File: src/rtl/dsw_pkg.sv
package dsw_pkg;
  localparam int CNT_W  = 26;
  localparam int STAT_W = 32;

  typedef enum logic [1:0] {C_IDLE, C_BUSY, C_WB} core_st_e;
  typedef enum logic [1:0] {H_RUN, H_DRAIN, H_HALT, H_REARM} halt_st_e;
  typedef enum logic [1:0] {D_GOOD, D_STALE, D_ZERO} dsc_kind_e;

  typedef struct packed {
    logic dec;
    logic slv;
    logic intl;
  } err_t;

  // completed flag is the complement of any error; reserved pair forced to zero
  function automatic logic [STAT_W-1:0] pack_status(input err_t e, input logic [CNT_W-1:0] cnt);
    return {~(e.dec | e.slv | e.intl), e.dec, e.slv, e.intl, 2'b00, cnt};
  endfunction
endpackage

File: src/rtl/dsw_dsc_check.sv
module dsw_dsc_check
  import dsw_pkg::*;
#(
  parameter int LEN_W = 26
) (
  input  logic [CNT_W-1:0] len_i,
  input  logic             cmplt_i,
  output logic [CNT_W-1:0] len_m_o,
  output dsc_kind_e        kind_o
);
  localparam logic [CNT_W-1:0] MASK = {CNT_W{1'b1}} >> (CNT_W - LEN_W);

  always_comb begin
    len_m_o = len_i & MASK;
    if (cmplt_i)              kind_o = D_STALE;
    else if (len_m_o == '0)   kind_o = D_ZERO;
    else                      kind_o = D_GOOD;
  end
endmodule

File: src/rtl/dsw_resp_acc.sv
module dsw_resp_acc
  import dsw_pkg::*;
#(
  parameter int LEN_W = 26
) (
  input  logic             clk,
  input  logic             rst_n,
  input  logic             start_i,
  input  logic             zero_i,
  input  logic             resp_v_i,
  input  logic             last_i,
  input  logic             slverr_i,
  input  logic             decerr_i,
  input  logic [CNT_W-1:0] bytes_i,
  output err_t             err_o,
  output logic [CNT_W-1:0] cnt_o
);
  localparam logic [CNT_W-1:0] MASK = {CNT_W{1'b1}} >> (CNT_W - LEN_W);

  err_t             err_d, err_q;
  logic [CNT_W-1:0] cnt_d, cnt_q;
  logic             en;

  always_comb begin
    err_d = err_q;
    cnt_d = cnt_q;
    en    = start_i | resp_v_i;
    if (start_i) begin
      err_d      = '0;
      err_d.intl = zero_i;
      cnt_d      = '0;
    end else if (resp_v_i) begin
      err_d.slv = err_q.slv | slverr_i;
      err_d.dec = err_q.dec | decerr_i;
      if (last_i) cnt_d = bytes_i & MASK;
    end
  end

  always_ff @(posedge clk or negedge rst_n) begin
    if (!rst_n) begin
      err_q <= '0;
      cnt_q <= '0;
    end else if (en) begin
      err_q <= err_d;
      cnt_q <= cnt_d;
    end
  end

  assign err_o = err_q;
  assign cnt_o = cnt_q;
endmodule

File: src/rtl/dsw_halt_seq.sv
module dsw_halt_seq
  import dsw_pkg::*;
(
  input  logic clk,
  input  logic rst_n,
  input  logic err_evt_i,
  input  logic eng_idle_i,
  input  logic core_idle_i,
  input  logic err_clr_i,
  input  logic rs_i,
  output logic rs_clr_o,
  output logic halted_o,
  output logic run_o,
  output logic ack_o
);
  halt_st_e hs_d, hs_q;
  logic     halted_d, halted_q;
  logic     rs_clr_d, rs_clr_q;
  logic     rs_q;

  always_comb begin
    hs_d     = hs_q;
    halted_d = halted_q;
    rs_clr_d = 1'b0;
    case (hs_q)
      H_RUN:   if (err_evt_i) begin
                 rs_clr_d = 1'b1;
                 hs_d     = H_DRAIN;
               end
      H_DRAIN: if (eng_idle_i && core_idle_i) begin
                 halted_d = 1'b1;
                 hs_d     = H_HALT;
               end
      H_HALT:  if (err_clr_i) hs_d = H_REARM;
      H_REARM: if (rs_i && !rs_q) begin
                 halted_d = 1'b0;
                 hs_d     = H_RUN;
               end
      default: hs_d = H_RUN;
    endcase
  end

  always_ff @(posedge clk or negedge rst_n) begin
    if (!rst_n) begin
      hs_q     <= H_RUN;
      halted_q <= 1'b0;
      rs_clr_q <= 1'b0;
      rs_q     <= 1'b0;
    end else begin
      hs_q     <= hs_d;
      halted_q <= halted_d;
      rs_clr_q <= rs_clr_d;
      rs_q     <= rs_i;
    end
  end

  assign rs_clr_o = rs_clr_q;
  assign halted_o = halted_q;
  assign run_o    = (hs_q == H_RUN);
  assign ack_o    = (hs_q == H_HALT) && err_clr_i;
endmodule

File: src/rtl/dsc_status_wb.sv
module dsc_status_wb
  import dsw_pkg::*;
#(
  parameter int LEN_W = 26,
  parameter bit MICRO = 1'b0
) (
  input  logic              clk,
  input  logic              rst_n,
  input  logic              dsc_valid,
  input  logic [CNT_W-1:0]  dsc_len,
  input  logic              dsc_cmplt,
  input  logic              rs_in,
  input  logic              err_clr,
  input  logic              eng_idle,
  output logic              mov_cmd_valid,
  output logic [CNT_W-1:0]  mov_cmd_len,
  input  logic              mov_resp,
  input  logic              mov_last,
  input  logic              mov_slverr,
  input  logic              mov_decerr,
  input  logic [CNT_W-1:0]  mov_bytes,
  output logic              wb_valid,
  output logic [STAT_W-1:0] wb_word,
  output logic              len_mismatch,
  output logic              rs_clr,
  output logic              halted,
  output logic              sg_int_err
);
  core_st_e         st_d, st_q;
  logic             cmd_d, cmd_q;
  logic [CNT_W-1:0] cmd_len_q;
  logic             sg_d, sg_q;
  logic [CNT_W-1:0] len_m;
  dsc_kind_e        kind;
  logic             accept, acc_start, err_evt, resp_v;
  logic             h_run, h_ack, core_idle;
  err_t             err;
  logic [CNT_W-1:0] cnt;

  dsw_dsc_check #(.LEN_W(LEN_W)) u_chk (
    .len_i(dsc_len), .cmplt_i(dsc_cmplt), .len_m_o(len_m), .kind_o(kind)
  );

  assign core_idle = (st_q == C_IDLE);
  assign accept    = core_idle && dsc_valid && rs_in && h_run;
  assign resp_v    = (st_q == C_BUSY) && mov_resp;

  always_comb begin
    st_d      = st_q;
    cmd_d     = 1'b0;
    sg_d      = sg_q;
    err_evt   = 1'b0;
    acc_start = 1'b0;
    if (h_ack) sg_d = 1'b0;
    case (st_q)
      C_IDLE: if (accept) begin
        case (kind)
          D_STALE: begin sg_d = 1'b1; err_evt = 1'b1; end
          D_ZERO:  begin acc_start = 1'b1; err_evt = 1'b1; st_d = C_WB; end
          default: begin acc_start = 1'b1; cmd_d = 1'b1; st_d = C_BUSY; end
        endcase
      end
      C_BUSY: if (mov_resp) begin
        err_evt = mov_slverr | mov_decerr;
        if (mov_last) st_d = C_WB;
      end
      default: st_d = C_IDLE;
    endcase
  end

  always_ff @(posedge clk or negedge rst_n) begin
    if (!rst_n) begin
      st_q  <= C_IDLE;
      cmd_q <= 1'b0;
      sg_q  <= 1'b0;
    end else begin
      st_q  <= st_d;
      cmd_q <= cmd_d;
      sg_q  <= sg_d;
    end
  end

  always_ff @(posedge clk or negedge rst_n) begin
    if (!rst_n)     cmd_len_q <= '0;
    else if (cmd_d) cmd_len_q <= len_m;
  end

  dsw_resp_acc #(.LEN_W(LEN_W)) u_acc (
    .clk(clk), .rst_n(rst_n), .start_i(acc_start), .zero_i(kind == D_ZERO),
    .resp_v_i(resp_v), .last_i(mov_last), .slverr_i(mov_slverr),
    .decerr_i(mov_decerr), .bytes_i(mov_bytes), .err_o(err), .cnt_o(cnt)
  );

  dsw_halt_seq u_halt (
    .clk(clk), .rst_n(rst_n), .err_evt_i(err_evt), .eng_idle_i(eng_idle),
    .core_idle_i(core_idle), .err_clr_i(err_clr), .rs_i(rs_in),
    .rs_clr_o(rs_clr), .halted_o(halted), .run_o(h_run), .ack_o(h_ack)
  );

  generate
    if (MICRO) begin : g_micro
      assign wb_valid = 1'b0;
    end else begin : g_full
      assign wb_valid = (st_q == C_WB);
    end
  endgenerate

  assign wb_word       = pack_status(err, cnt);
  assign len_mismatch  = (st_q == C_WB) && (err == '0) && (cnt != cmd_len_q);
  assign mov_cmd_valid = cmd_q;
  assign mov_cmd_len   = cmd_len_q;
  assign sg_int_err    = sg_q;
endmodule

File: config.mk
export PLATFORM = sky130hd
export DESIGN_NAME = dsc_status_wb
export DESIGN_NICKNAME = d
export VERILOG_FILES = /design/src/rtl/dsw_pkg.sv /design/src/rtl/dsw_dsc_check.sv /design/src/rtl/dsw_resp_acc.sv /design/src/rtl/dsw_halt_seq.sv /design/src/rtl/dsc_status_wb.sv
export SDC_FILE = /design/constraint.sdc
export NUM_CORES = 1
export LEC_CHECK = 0
export CAP_MARGIN = 20
export CORE_UTILIZATION = 40
export CTS_BUF_LIST = sky130_fd_sc_hd__clkbuf_8
export DETAILED_ROUTE_END_ITERATION = 8
export GPL_ROUTABILITY_DRIVEN = 0
export GPL_TIMING_DRIVEN = 0
export HOLD_SLACK_MARGIN = 0.15
export MAX_ROUTING_LAYER = met4
export PLACE_DENSITY = 0.76
export RECOVER_POWER = 100
export SLEW_MARGIN = 0
export SYNTH_ARGS = -nofsm -noshare
export SYNTH_HDL_FRONTEND = slang
export SYNTH_SLANG_ARGS = --single-unit
File: constraint.sdc
create_clock -name clk -period 2.7 [get_ports clk]
set_input_delay 0.54 -clock clk [delete_from_list [all_inputs] [get_ports clk]]
set_output_delay 0.54 -clock clk [all_outputs]
set_load 0.02 [all_outputs]
==> run summary, run 1 <==
cell-by-cell trace of the critical path: xnor2_1 > nand4_1 > nor3_2 > nand4_1 > and3_1 > dlygate4sd2_1
total power: 0.00489 W
CTS Buffer Depth: 2
Post CTS Setup Buffer Count: 0
Via density: 4.97
Residual DRC: 0
CP max stage cell: dfrtp_1
metal2 WL: 3920 um
static leakage power: 2.03 nW
failing checks: capacitance limit, slew limit
post-CTS sizing: 2
crit path max fanout: 3
iteration count of the initial detailed-routing pass: 4
post-route clock period utilization: 94.9%
ys async rst share: 100%
CTS tree: done
die width: 89.0 um
Req. time, crit path: 2.16 ns
die area: 7920 um2
met3 routed WL: 484 um
Post-DP Area: 4390 um2
Finished Cell Area: 4500 um2
Syn Area/Cell: 11.1 um2
Fin Clk Skew: 0.00902 ns
slowest stage delay, CP: 0.42 ns
# rows: 31
clk slew on worst S/H paths: 0.07 ns
final hold violations: 0
final setup vio count: 0
Final Non-Filler Cells: 513
Crit Path Class: flop to output pin
YS warnings: 0
ant diodes: 0
worst-skew pair later-pin latency: 0.33 ns
maxcap violations: 1
number of global-route vias before repair: 2,544
TNS Setup: 0 ns
clock root cell: clkbuf_8
die height: 89.0 um
fmax: 390 MHz
outcome: finished, violations left
synth unique cells: 34
DP Wirelength: 6270 um
Starting Density: 41.5%
H-tree depth: 3
largest net degree at the start of global routing: 65
gr ovfl total: 0
fin crit period: 2.56 ns
DRT iter0 DRCs: 66
placed cells: 497
highest routed layer: met4
CP startpoint kind: flop
initial antenna violation count: 0
unrepaired setup endpoints after global routing: false
#FFs+latches synth: 64
Post-Syn Instances: 273
Hold Buf Count CTS: 0
DRT Wirelength: 8390 um
Fill cells: 629
register area share after synthesis: 52.9%
Detail Route Antenna Nets: 0
synthesized cell area: 3030 um2
All-Layer GR Usage: 22.6%
power density cells: 1090 nW/um2
final hold slack: 0.493 ns
Post-synth EDFFs: 0
I/O Buffers: 124
Largest delay share family, worst path: simple AND/OR/NAND/NOR gates
CTS Sinks: 64
Slew Limit Headroom: -6.27%
CP Buf/Inv Count: 1
Hold WC Path Type: flop to flop
Routed wire per std cell: 16.4 um
# IOs: 127
Worst EP arrival: 2.02 ns
via count: 2,550
Synth-to-Final Area Change: 48.7%
global-route wire length before repair: 12,800 um
Nets: 477
cell mode on critical path: nand4_1
Final Max Tran Viols: 65
wire length on met1: 3870 um
Core Region: 7290 um2
Worst VDD drop: 544 uV
Slew @ Worst Pin: 1.59 ns
Critical Path End Type: output pin
Num CTS Buffers: 9
top_reg_cell synth: dfrtp_1
layout cells sized above 1: 8.45%
-- layout make-up --
class                           instances  area (um2)  share of cell area, %
Buffer                                 11        63.8                   1.42
Multi-Input combinational cell        194        1290                   28.8
Inverter                                5        18.8                  0.417
Clock inverter                          6        27.5                  0.611
Clock buffer                           10         138                   3.06
Sequential cell                        64        1600                   35.6
Tap cell                               99         124                   2.75
Timing Repair Buffer                  124        1230                   27.4
-- metrics by stage --
step	utilization [%]	setup WS, ns
floorplan	-	0.761
global placement	60.3	-0.993
detailed placement	60.3	-0.0505
CTS	62.6	0.0792
global route	61.8	0.0336
finish	61.8	0.137
-- metal layers --
layer	vias up	global-route usage [%]
li1	1211	-
met1	1231	30.4
met2	97	35.3
met3	11	3.69
met5	-	-
met4	0	7.22
-- cell usage in the layout, fill, tap and decap left out, types with 6 or more instances in the layout --
cell type and instances:
a21oi_1 29, clkbuf_1 7, clkbuf_8 10, clkdlybuf4s50_1 58, dfrtp_1 64, dlygate4sd3_1 64
inv_1 7, mux2_1 17, mux2_2 9, nand2_1 57, nand4_1 6, nor4_1 7
xnor2_1 16, xor2_1 10
-- path summary, 6_finish.rpt --
path / to / cells after the start / slack (ns) / from
min reg2reg: sg_int_err / 1 / 0.49 / sg_int_err
min in group asynchronous: mov_cmd_len[15] / 1 / 0.60 / rst_n
max in group asynchronous: mov_cmd_len[21] / 1 / 1.14 / rst_n
max: len_mismatch / 6 / 0.14 / u_acc.cnt_o[14]
max reg2reg: mov_cmd_len[22] / 6 / 0.59 / st_q[0]
min: sg_int_err / 1 / 0.49 / sg_int_err
-- Yosys cell counts, drive strengths merged, types with 4 or more instances --
library cell	count	share of area, %
buf	4	1.2
clkbuf	7	0.87
a21oi	29	4.8
nand4	6	1.2
xor2	10	2.9
inv	5	0.62
o21ai	5	1.2
nor4	8	1.7
nand2	57	7.1
xnor2	16	4.6
ha	5	2.1
dfrtp	64	53
mux2	27	12
nor2	6	0.83
-- where the power goes --
part,internal [W],total (W),leakage (nW),switching (W)
sequential,0.00139,0.00179,0.816,0.000403
combinational,0.00117,0.00240,1.11,0.00124
clock,0.000345,0.000702,0.0982,0.000357
total,0.00290,0.00489,2.03,0.00200
-- state kept, by name (all words and copies together), names as in the netlist, 2 cells and up --
| signal | cells |
|---|---|
| mov_cmd_len | 26 |
| u_halt.hs_q | 2 |
| st_q | 2 |
| u_acc.err_o | 3 |
| u_acc.cnt_o | 26 |
-- logic make-up after synthesis --
group,Yosys count,synth area share (%)
AO/OA/AOI/OAI,40,7.56
XOR/XNOR,26,7.52
adder cells (fa/ha/maj),5,2.07
buffers and inverters,16,2.73
flip-flops,64,52.9
multiplexers,28,12.6
other,1,0.124
AND/OR/NAND/NOR,93,14.5
-- worst register-to-register path, cell delays in order (launching register included) --
cell	delay, ns
dfrtp_1	0.44
nor2_2	0.22
nand3_1	0.14
nor3b_2	0.44
o21ai_4	0.22
buf_6	0.21
mux2_1	0.32
(Power assumes the default switching activity.)
==> run 2, diff against run 1 <==
CORE_ASPECT_RATIO = 0.75   (was not set)
GPL_TIMING_DRIVEN = not set   (was 0)
==> run 2 against run 1 <==
  * The flow still finishes with violations (capacitance limit, slew limit)
  * Register-to-register slack worse by 0.07 ns
  * Non-clock buffer count down 3
  * Sequential power about the same
  * Clock-buffer cell count unchanged
  * Setup slack worse by 0.068 ns
  * Global-route usage up 0.91 points
  * Power up 1.5%
  * Critical path depth unchanged
  * Cell count down 0.19%
  * Clock power about the same
  * Largest power group unchanged
==> run summary, run 2 (same netlist as run 1, synthesis figures left out) <==
outcome: finished, violations left
failing checks: capacitance limit, slew limit
CTS tree: done
Hold WC Path Type: flop to flop
Detail Route Antenna Nets: 0 (unchanged)
reg-to-reg slack, setup: 0.52 ns (-0.07 ns)
met2 Resource Use GR: 35.7% (+0.35 points)
Crit Path Class: flop to output pin
maxcap violations: 1 (unchanged)
Worst R2R End: mov_cmd_len[16]
met1 usage: 31.6% (+1.2 points)
CTS Buffer Depth: 2 (unchanged)
Finished Cell Area: 4500 um2 (about the same)
initial antenna violation count: 0 (unchanged)
Reg2Reg Launch Point: st_q[0]
# rows: 27 (-13%)
Fill cells: 619 (-1.6%)
hold wc startpoint: sg_int_err
grt met3 use: 6.76% (+3.1 points)
die area: 7930 um2 (about the same)
final hold slack: 0.491 ns (-0.00188 ns)
Critical Path Start: mov_cmd_len[4]
fmax: 380 MHz (-2.6%)
Core Region: 7330 um2 (+0.53%)
Worst EP arrival: 2.09 ns (+0.07 ns)
via count: 2,592 (+1.6%)
DRT Wirelength: 8690 um (+3.6%)
H-tree depth: 3 (unchanged)
placed cells: 496 (-0.20%)
TNS Setup: 0 ns (unchanged)
DRT iter0 DRCs: 107 (+62%)
largest net degree at the start of global routing: 65 (unchanged)
clk slew on worst S/H paths: 0.07 ns (about the same)
final hold violations: 0 (unchanged)
Worst Hold Path Cells: 1 (unchanged)
Num CTS Buffers: 9 (unchanged)
Worst VDD drop: 525 uV (-3.5%)
hold path endpoint: sg_int_err
post-route clock period utilization: 97.5% (+2.5 points)
clock root cell: clkbuf_8
CP startpoint kind: flop
global-route wire length before repair: 13,400 um (+4.5%)
commonest non-fill, non-tap cell in the layout: dfrtp_1
final setup vio count: 0 (unchanged)
Synth-to-Final Area Change: 48.8% (about the same)
All-Layer GR Usage: 23.5% (+0.91 points)
Req. time, crit path: 2.16 ns (about the same)
R2R depth: 6 (unchanged)
Routed wire per std cell: 17.0 um (+3.8%)
Hold Buf Count CTS: 0 (unchanged)
Residual DRC: 0 (unchanged)
# IOs: 127 (unchanged)
Nets: 474 (-0.63%)
GRT Max-Usage Layer: met2
worst-skew pair later-pin latency: 0.34 ns (about the same)
layout cells sized above 1: 9.25% (+0.79 points)
Post-DP Area: 4420 um2 (+0.48%)
Post CTS Setup Buffer Count: 0 (unchanged)
fin crit period: 2.63 ns (+0.0681 ns)
power density cells: 1100 nW/um2 (+1.4%)
Final Max Tran Viols: 65 (unchanged)
Via density: 5.06 (+1.8%)
total power: 0.00496 W (+1.5%)
commonest non-fill, non-tap cells in the layout: 64 x dfrtp_1, 62 x dlygate4sd3_1, 60 x clkdlybuf4s50_1
die width: 102 um (+15%)
Critical Path End Type: output pin
Fin Clk Skew: 0.00357 ns (-0.00546 ns)
ant diodes: 0 (unchanged)
Slew @ Worst Pin: 1.58 ns (-0.00991 ns)
Starting Density: 41.3% (-0.22 points)
I/O Buffers: 124 (unchanged)
static leakage power: 2.04 nW (+0.75%)
Final Non-Filler Cells: 512 (-0.19%)
CTS Sinks: 64 (unchanged)
die height: 77.3 um (-13%)
iteration count of the initial detailed-routing pass: 5 (+1)
gr ovfl total: 0 (unchanged)
Slew Limit Headroom: -5.61% (+0.66 points)
number of global-route vias before repair: 2,606 (+2.4%)
crit path max fanout: 3 (unchanged)
DP Wirelength: 6330 um (+0.95%)
run 2: cell count changes in the layout (fill, tap and decap cells not counted), moves of 2 or more:
cell / change
buf_6: -2
clkbuf_2: +2
clkbuf_1: -6
clkdlybuf4s50_1: +2
dlygate4sd3_1: -2
nor3b_2: -2
run 2: report_power, final:
group	leakage (nW)	total, W	internal, W	switching [W]
registers	0.816	0.00180	0.00139	0.000413
clock network	0.0982	0.000700	0.000345	0.000355
logic	1.13	0.00246	0.00119	0.00127
run 2: critical path: stages (launching register included):
cell	delay, ns
dfrtp_1	0.41
xor2_1	0.19
nor4_2	0.34
buf_4	0.17
nand4_1	0.12
and3_1	0.21
dlygate4sd2_1	0.31
run 2: worst max-delay path by stage:
stage | slack [ns] | endpoint | cells after the start
floorplan | 0.76 | mov_cmd_len[12] | 5
global placement | 0.13 | u_halt.hs_q[1] | 6
detailed placement | 0.13 | u_halt.hs_q[1] | 6
CTS | 0.08 | len_mismatch | 6
global route | -0.02 | len_mismatch | 6
finish | 0.07 | len_mismatch | 6
run 2: stage by stage:
step                utilization, %  setup slack, ns
floorplan                        -            0.761
global placement              60.2            0.129
detailed placement            60.2            0.134
CTS                           62.6           0.0777
global route                  61.4          -0.0160
finish                        61.4           0.0686
run 2: area by class of cell:
class	count	area [um2]	area share, %
Tap cell	101	126	2.81
Timing Repair Buffer	132	1300	28.8
Multi-Input combinational cell	194	1300	28.8
Clock inverter	6	27.5	0.611
Sequential cell	64	1600	35.6
Inverter	5	18.8	0.417
Clock buffer	10	138	3.06
run 2: repair_timing:
item	CTS	global route
setup endpoints to repair	1	1
gates resized for setup	3	1
pin swaps	0	1
run 2: per-layer routing:
metal  share of wire (%)  routed length, um
met1                  45               3880
met2                  46               3990
met3                 8.3                724
met4                 1.0                 91
met5                   0                  0
